## src/rtl/xfm_pkg.sv

```systemverilog
// Package: shared types for the transfer mode selection register.
// Assumes: one request is handled per cycle; the request outcome is
// decided combinationally and committed at the next clock edge.
package xfm_pkg;

    // Outcome of the request seen in the current cycle
    typedef enum logic [1:0] {
        XFM_NONE    = 2'd0,  // no request present
        XFM_DEFAULT = 2'd1,  // return to default non-enhanced modes
        XFM_ACCEPT  = 2'd2,  // enhanced mode within device range
        XFM_REFUSE  = 2'd3   // enhanced mode beyond device range
    } xfm_outcome_e;

endpackage

```

## src/rtl/xfm_cap_gen.sv

```systemverilog
// Module: xfm_cap_gen
// Builds the supported-mode bitmap. Every mode up to DEV_MAX_MODE is
// supported, since a faster mode implies all slower ones.
// Assumes: DEV_MAX_MODE < NUM_MODES; the output is constant.
module xfm_cap_gen #(
    parameter int NUM_MODES    = 8,
    parameter int DEV_MAX_MODE = 2
) (
    output logic [NUM_MODES-1:0] cap_map
);

    // One constant bit per mode number: set when the mode is supported
    for (genvar i = 0; i < NUM_MODES; i++) begin : g_cap
        assign cap_map[i] = (i <= DEV_MAX_MODE);
    end

endmodule

```

## src/rtl/xfm_req_check.sv

```systemverilog
// Module: xfm_req_check
// Classifies an incoming set-transfer-mode request against the device's
// fastest mode. Purely combinational.
// Assumes: req_mode is valid only while req_valid is high.
module xfm_req_check
    import xfm_pkg::*;
#(
    parameter int MODE_W       = 3,
    parameter int DEV_MAX_MODE = 2
) (
    input  logic              req_valid,
    input  logic              req_enh,
    input  logic [MODE_W-1:0] req_mode,
    output xfm_outcome_e      outcome
);

    localparam logic [MODE_W-1:0] MAX_CODE = MODE_W'(DEV_MAX_MODE);

    // Decide the fate of the request present this cycle
    always_comb begin
        if (!req_valid) begin
            outcome = XFM_NONE;
        end else if (!req_enh) begin
            outcome = XFM_DEFAULT;
        end else if (req_mode <= MAX_CODE) begin
            outcome = XFM_ACCEPT;
        end else begin
            outcome = XFM_REFUSE;
        end
    end

endmodule

```

## src/rtl/xfm_sel_reg.sv

```systemverilog
// Module: xfm_sel_reg
// Holds the selected enhanced mode, its enable and the refusal flag, and
// expands the selection to a one-hot vector.
// Assumes: synchronous active-low resets; hard_rst_n combines power-on and
// hardware reset and wins over soft reset, which wins over requests.
module xfm_sel_reg
    import xfm_pkg::*;
#(
    parameter int MODE_W    = 3,
    parameter int NUM_MODES = 8
) (
    input  logic                 clk,
    input  logic                 hard_rst_n,
    input  logic                 soft_rst_n,
    input  xfm_outcome_e         outcome,
    input  logic [MODE_W-1:0]    req_mode,
    output logic                 mode_en,
    output logic [MODE_W-1:0]    mode_num,
    output logic                 abort_flag,
    output logic [NUM_MODES-1:0] sel_onehot
);

    logic              en_q;
    logic [MODE_W-1:0] mode_q;
    logic              abort_q;

    // Commit the request outcome, honouring reset priority
    always_ff @(posedge clk) begin
        if (!hard_rst_n) begin
            en_q    <= 1'b0;
            mode_q  <= '0;
            abort_q <= 1'b0;
        end else if (!soft_rst_n) begin
            abort_q <= 1'b0;
        end else begin
            unique case (outcome)
                XFM_DEFAULT: begin
                    en_q    <= 1'b0;
                    mode_q  <= '0;
                    abort_q <= 1'b0;
                end
                XFM_ACCEPT: begin
                    en_q    <= 1'b1;
                    mode_q  <= req_mode;
                    abort_q <= 1'b0;
                end
                XFM_REFUSE: begin
                    abort_q <= 1'b1;
                end
                default: ;
            endcase
        end
    end

    // Expand the stored mode to one select line per mode
    for (genvar i = 0; i < NUM_MODES; i++) begin : g_sel
        assign sel_onehot[i] = en_q && (mode_q == MODE_W'(i));
    end

    assign mode_en    = en_q;
    assign mode_num   = mode_q;
    assign abort_flag = abort_q;

    AST_REFUSE_KEEPS: assert property (@(posedge clk) disable iff (!hard_rst_n)
        (soft_rst_n && outcome == XFM_REFUSE) |=> ($stable(mode_q) && $stable(en_q) && abort_q));
    AST_SOFT_KEEPS: assert property (@(posedge clk) disable iff (!hard_rst_n)
        !soft_rst_n |=> ($stable(mode_q) && $stable(en_q) && !abort_q));
    AST_IDLE_HOLDS: assert property (@(posedge clk) disable iff (!hard_rst_n)
        (soft_rst_n && outcome == XFM_NONE) |=> ($stable(mode_q) && $stable(en_q) && $stable(abort_q)));
    AST_DEFAULT_CLEARS: assert property (@(posedge clk) disable iff (!hard_rst_n)
        (soft_rst_n && outcome == XFM_DEFAULT) |=> (!en_q && mode_q == '0 && !abort_q));

endmodule

```

## src/rtl/xfer_mode_sel.sv

```systemverilog
// Module: xfer_mode_sel (top)
// Transfer mode selection register: accepts set-transfer-mode requests,
// refuses modes beyond DEV_MAX_MODE, keeps one enhanced mode active and
// publishes the supported-mode bitmap.
// Assumes: all resets synchronous and active low; DEV_MAX_MODE < 2**MODE_W.
module xfer_mode_sel
    import xfm_pkg::*;
#(
    parameter int MODE_W       = 3,
    parameter int DEV_MAX_MODE = 2,
    localparam int NUM_MODES   = 1 << MODE_W
) (
    input  logic                 clk,
    input  logic                 por_n,
    input  logic                 hw_rst_n,
    input  logic                 soft_rst_n,
    input  logic                 req_valid,
    input  logic                 req_enh,
    input  logic [MODE_W-1:0]    req_mode,
    output logic                 mode_en,
    output logic [MODE_W-1:0]    active_mode,
    output logic [NUM_MODES-1:0] sel_onehot,
    output logic [NUM_MODES-1:0] cap_map,
    output logic                 req_abort
);

    localparam logic [MODE_W-1:0] MAX_CODE = MODE_W'(DEV_MAX_MODE);

    logic         hard_rst_n;
    xfm_outcome_e outcome;

    // Power-on and hardware reset act alike on the selection
    assign hard_rst_n = por_n && hw_rst_n;

    xfm_req_check #(
        .MODE_W       (MODE_W),
        .DEV_MAX_MODE (DEV_MAX_MODE)
    ) u_check (
        .req_valid (req_valid),
        .req_enh   (req_enh),
        .req_mode  (req_mode),
        .outcome   (outcome)
    );

    xfm_sel_reg #(
        .MODE_W    (MODE_W),
        .NUM_MODES (NUM_MODES)
    ) u_sel (
        .clk        (clk),
        .hard_rst_n (hard_rst_n),
        .soft_rst_n (soft_rst_n),
        .outcome    (outcome),
        .req_mode   (req_mode),
        .mode_en    (mode_en),
        .mode_num   (active_mode),
        .abort_flag (req_abort),
        .sel_onehot (sel_onehot)
    );

    xfm_cap_gen #(
        .NUM_MODES    (NUM_MODES),
        .DEV_MAX_MODE (DEV_MAX_MODE)
    ) u_cap (
        .cap_map (cap_map)
    );

    AST_MODE_IN_RANGE: assert property (@(posedge clk) disable iff (!hard_rst_n)
        mode_en |-> (active_mode <= MAX_CODE));
    AST_ONE_ACTIVE: assert property (@(posedge clk) disable iff (!hard_rst_n)
        mode_en |-> ($countones(sel_onehot) == 1 && sel_onehot[active_mode]));
    AST_NONE_IDLE: assert property (@(posedge clk) disable iff (!hard_rst_n)
        !mode_en |-> (sel_onehot == '0 && active_mode == '0));
    AST_HARD_CLEARS: assert property (@(posedge clk)
        !hard_rst_n |=> (!mode_en && !req_abort && active_mode == '0));

endmodule

```

## config.mk

```make
export PLATFORM = sky130hd
export DESIGN_NAME = xfer_mode_sel
export DESIGN_NICKNAME = d
export VERILOG_FILES = /design/src/rtl/xfm_pkg.sv /design/src/rtl/xfm_cap_gen.sv /design/src/rtl/xfm_req_check.sv /design/src/rtl/xfm_sel_reg.sv /design/src/rtl/xfer_mode_sel.sv
export SDC_FILE = /design/constraint.sdc
export NUM_CORES = 1
export LEC_CHECK = 0
export BUFFER_PORTS_ARGS = -buffer_cell sky130_fd_sc_hd__buf_2
export CAP_MARGIN = 20
export CORE_AREA = 2 2 39 41
export CTS_CLUSTER_SIZE = 20
export DETAILED_ROUTE_END_ITERATION = 12
export DIE_AREA = 0 0 41 43
export GPL_TIMING_DRIVEN = 0
export PLACE_DENSITY = 0.73
export RECOVER_POWER = 100
export SLEW_MARGIN = 0
export SYNTH_ARGS = -nofsm -noshare
export SYNTH_HDL_FRONTEND = slang
export SYNTH_SLANG_ARGS = --single-unit
```

## constraint.sdc

```tcl
create_clock -name clk -period 2 [get_ports clk]
set_clock_uncertainty 0.15 [all_clocks]
set_input_delay 0.4 -clock clk [delete_from_list [all_inputs] [get_ports clk]]
set_output_delay 0.4 -clock clk [all_outputs]
set_load 0.01 [all_outputs]
```

==> flow_summary.toml, run 1 <==
[outcome]
status = "finished clean"

[layout]
seq_area_sq_um = 100
diodes = 0
area_growth_pct = 39.0
multi_input_area_sq_um = 255
postLayoutCoreUtil_pct = 40.0
fillers = 171
drive_gt1_share_pct = 20.9
final-instance-count-excl-fill = 102
nNetsFinal = 100

[clocking]
ctsResizeCount = 0
cts_tree = "done"
worstSkewPairLatency_ns = 0.24
cts_hold_buf = 0
cts.clk_slew.worst_paths_ns = 0.04
cts.path.max_buffers = 2
cts_sinks = 5
cts-root-buf = "clkbuf_4"
h-tree-depth = 1
cts_buffers = 3
cts_setup_buffers = 0

[global_routing]
grt-ovfl-total = 0
antenna_found_initial = 0
grt_usage_pct = 9.55
grt_start_max_net_pins = 8
grt_pass1_vias = 319
grt_pass1_wl_microns = 1170

[critical_path]
end_kind = "output pin"
critPathLaunch = "u_sel.mode_num[2]$_SDFFE_PN0P_"
rr_endpoint = "u_sel.mode_num[0]$_SDFFE_PN0P_"
path_max_fanout = 4
cp-endpoint = "sel_onehot[0]"
arrival_ns = 1.06
rr_worst_depth = 2
worst-setup-path-type = "register to output pin"
r2r_start = "u_sel.mode_num[0]$_SDFFE_PN0P_"
cp.required_ns = 1.45
critPathLaunchType = "register"
r2r_slack_ns = 1.15

[synthesis]
yosysTopAreaCell = "dfxtp_1"
ys_seq_elements = 5
yosysUniqueCellTypes = 16
synth_area_per_cell_sq_um = 7.23
ys_top_cells_by_area = "dfxtp_1, buf_4, ha_1"
syn_inst = 55
yosysTopAreaCellShare_pct = 25.2
ys_seq_area_share_pct = 25.2
netlist_area_sq_um = 398
yosysWarnings = 0

[sta]
fmax_ghz = 0.622
setup_viol = 0
rsz0062_at_grt = "false"
finalHoldViolations = 0
period_share_pct = 80.4
whs_ns = 0.282
period_minus_slack_ns = 1.61
drv_slew = 0
setup_tns_ns = 0

[floorplan]
die-area_sq_mm = 0.00176
core_sq_mm = 0.00138
start_util_pct = 28.8
io_pins = 30
rows = 14
die_h_microns = 43
die_w_microns = 41

[power_and_ir_drop]
netSwitchingFraction_pct = 24.4
leakage_nw = 0.243
switching_power_mw = 0.0649
ir_drop_mv = 0.301
clock_power_share_pct = 43.3
seqPwrFrac_pct = 38.2
intPower_mw = 0.201
combPwrFrac_pct = 18.6
power_density_mw_per_mm2 = 481
total_power_mw = 0.266

[placed_design]
io_buffers = 21
place.gp.congestion = 0.686
hpwl_microns = 641
dp_cells = 98

[min_path]
hold_depth = 3
hold_path.class = "input pin to register"
hold_start = "req_mode[1]"

[drt]
finalWirelength_microns = 770
vias = 410
wl_per_cell_microns = 7.55
via_per_inst = 4.02
first_iter_violations = 4
drtPass1Iterations = 2
drc = 0
ant_nets = 0

[run]
drv_cap = 0
## cells in the mapped netlist
library cell / instances
nand2_1: 10
buf_4: 8
nor2_1: 6
dfxtp_1: 5
a21oi_1: 4
ha_1: 4
nand2b_1: 4
nand3_1: 3
and2_1: 2
conb_1: 2
nor3_1: 2
and2b_2: 1
inv_1: 1
mux2i_1: 1
nand3b_1: 1
nor3b_1: 1
## critical path: stages, from the launching register on
cell	delay (ns)
dfxtp_1	0.32
nand2b_1	0.19
nor3_1	0.15
clkbuf_1	0.17
## flip-flops by register name, indices dropped and copies added, names as in the netlist
signal and flops:
u_sel.abort_flag 1, u_sel.mode_en 1, u_sel.mode_num 3
## metrics by stage
stage | setup WS (ns) | instance area, sq um
2_1_floorplan | 0.467 | 420
3_3_place_gp | 0.284 | 546
3_5_place_dp | 0.275 | 546
4_1_cts | 0.396 | 572
5_1_grt | 0.306 | 553
6_report | 0.392 | 553
## power groups by stage
stage	sequential, mW	clock, mW	combinational (mW)
4_1_cts	0.101	0.119	0.0503
3_3_place_gp	0.103	0	0.0494
2_1_floorplan	0.103	0	0.0370
3_5_place_dp	0.103	0	0.0503
5_1_grt	0.101	0.125	0.0562
6_report	0.101	0.115	0.0494
## area by class of cell
cell class                 count  area share (%)
multi-input combinational     47            46.2
clock buffer                   4            4.75
buffer                         8            10.9
tap                           16            3.62
timing repair buffer          21            15.8
sequential                     5            18.1
inverter                       1           0.679
## logic make-up (layout without fill, tap and decap cells)
kind of cell             after synthesis  after routing  synth area share, %
multiplexers                           1              1                 2.52
AO/OA/AOI/OAI                          4              4                 5.03
AND/OR/NAND/NOR                       30             30                 36.8
other                                  2              8                 1.89
flip-flops                             5              5                 25.2
buffers and inverters                  9             34                 16.0
adder cells (fa/ha/maj)                4              4                 12.6
## cell usage in the layout, fill, tap and decap left out, drive strengths merged
| cell | synthesis | layout |
|---|---|---|
| inv | 1 | 1 |
| and2 | 2 | 2 |
| dfxtp | 5 | 5 |
| ha | 4 | 4 |
| nand3b | 1 | 1 |
| mux2i | 1 | 1 |
| nor3 | 2 | 2 |
| nand3 | 3 | 3 |
| buf | 8 | 15 |
| nor3b | 1 | 1 |
| clkbuf | 0 | 18 |
| conb | 2 | 8 |
| nand2 | 10 | 10 |
| nor2 | 6 | 6 |
| and2b | 1 | 1 |
| a21oi | 4 | 4 |
| nand2b | 4 | 4 |
## layer usage
metal	vias to the layer above	wire length [microns]	global-route usage (%)
li1	223	-	-
met1	171	298	10.3
met2	16	391	15.0
met3	0	80	4.71
met4	0	0	4.00
met5	-	0	0
## worst min path at each step
stage,endpoint
final,u_sel.mode_num[1]$_SDFFE_PN0P_
after global routing,u_sel.mode_num[0]$_SDFFE_PN0P_
after CTS,u_sel.mode_num[1]$_SDFFE_PN0P_
after detailed placement,u_sel.mode_num[2]$_SDFFE_PN0P_
after global placement,u_sel.mode_num[2]$_SDFFE_PN0P_
after floorplan,u_sel.mode_num[2]$_SDFFE_PN0P_
(Power assumes the default switching activity.)
==> run 2, diff against run 1 <==
Settings changed: PLACE_DENSITY 0.73 to 0.75.
Clock period 2 ns to 1.4 ns, I/O delays scaled along.
==> run 2 against run 1 <==
Effect of this change: the run now ends with negative setup slack left; core utilization grew 6.8 points; critical endpoint unchanged; largest cell class unchanged; die area stayed put; final cell count increased by 2.0%; power rose by 46%; highest routed layer unchanged.
==> flow_summary.toml, run 2 (synthesis results as in run 1) <==
[sta]
setup_viol = 3
fmax_ghz = 0.701
period_minus_slack_ns = 1.43
rsz0062_at_grt = "true"
period_share_pct = 102
drv_slew = 0
whs_ns = 0.158
setup_slack_ns = -0.0267
finalHoldViolations = 0

[floorplan]
start_util_pct = 28.8
die_h_microns = 43
rows = 14
die_w_microns = 41
core_sq_mm = 0.00138
die-area_sq_mm = 0.00176
io_pins = 30

[outcome]
failed_checks = "negative setup slack"
status = "finished with violations"

[clocking]
h-tree-depth = 1
worstSkewPairLatency_ns = 0.24
cts.clk_slew.worst_paths_ns = 0.04
cts.path.max_buffers = 2
cts_sinks = 5
cts_tree = "done"
cts-root-buf = "clkbuf_4"
cts_buffers = 3

[layout]
post-route-cell-area_sq_um = 647
largest_register_ffs = 3
nNetsFinal = 102
layout_common_cells = "buf_2, buf_4, conb_1, nand2_1"
diodes = 0
area_growth_pct = 62.6
drive_gt1_share_pct = 55.7
final_common_cell = "buf_2"
fillers = 154

[placed_design]
place_area_sq_um = 546
io_buffers = 21
place.gp.congestion = 0.685
hpwl_microns = 680

[min_path]
hold_path.class = "input pin to register"

[drt]
routed.top_layer = "met3"
wl_per_cell_microns = 8.52
via_per_inst = 4.37
drc = 0
wl_met2_microns = 462
routed-wl-met3_microns = 103
wl_met1_microns = 319
finalWirelength_microns = 886
drtPass1Iterations = 4
vias = 454
first_iter_violations = 10
ant_nets = 0

[global_routing]
grt_usage_pct = 12.0
grt_pass1_vias = 386
antenna_found_initial = 0
grt-ovfl-total = 0
grt_start_max_net_pins = 8
grt_pass1_wl_microns = 1390

[power_and_ir_drop]
leakage_nw = 0.326
power_density_mw_per_mm2 = 598
ir_drop_mv = 0.375
total_power_mw = 0.387

[critical_path]
path_max_fanout = 4
worst-setup-path-type = "register to output pin"
cp.required_ns = 0.97
critPathLaunchType = "register"
end_kind = "output pin"
arrival_ns = 1.00

[run]
drv_cap = 0
==> run 2: critical path: stages (launching register included) <==
cell,delay (ns)
dfxtp_2,0.33
nand2b_4,0.16
nor3_2,0.12
buf_2,0.15
==> run 2: power breakdown <==
part	internal (mW)	total [mW]	switching, mW	leakage, nW
registers	0.139	0.140	0.00160	0.0432
clock network	0.108	0.166	0.0584	0.0150
logic	0.0423	0.0805	0.0382	0.268
total	0.289	0.387	0.0982	0.326
==> run 2: final timing paths <==
path	cells past startpoint	slack (ns)	from	end
worst max-delay path	3	-0.03	u_sel.mode_num[2]$_SDFFE_PN0P_	sel_onehot[0]
worst min-delay path	3	0.16	req_mode[1]	u_sel.mode_num[1]$_SDFFE_PN0P_
worst max register to register	2	0.59	u_sel.abort_flag$_SDFFE_PN0P_	u_sel.abort_flag$_SDFFE_PN0P_
worst min register to register	2	0.35	u_sel.mode_num[2]$_SDFFE_PN0P_	u_sel.mode_num[2]$_SDFFE_PN0P_
==> run 2: routing by layer <==
metal	vias up	GRT usage, %
met5	-	0
met2	23	20.0
li1	230	-
met3	0	7.85
met4	0	6.00
met1	201	10.0
==> run 2: cell type report <==
type                            count  area [sq um]  area share, %
Multi-Input combinational cell     47           305           47.2
Inverter                            1          3.75          0.580
Clock buffer                        4          26.3           4.06
Tap cell                           16          20.0           3.09
Buffer                              8          60.1           9.28
Timing Repair Buffer               23           119           18.4
Sequential cell                     5           113           17.4
==> run 2: per-stage QoR <==
step                      setup slack [ns]  instances  setup TNS (ns)  util, %
after floorplan                    0.00255         61               0        -
after global placement              -0.180         98          -0.647     39.4
after detailed placement            -0.222         98          -0.808     39.4
after CTS                          -0.0210        102         -0.0321     42.9
after global routing               -0.0687        104          -0.350     46.7
final                              -0.0267        104         -0.0371     46.7
==> run 2: repair_timing <==
action                     CTS  global route
gates resized for setup      8            10
pin swaps                    0             8
setup endpoints to repair    8            12
buffers inserted             0             2
hold buffers                 0             0
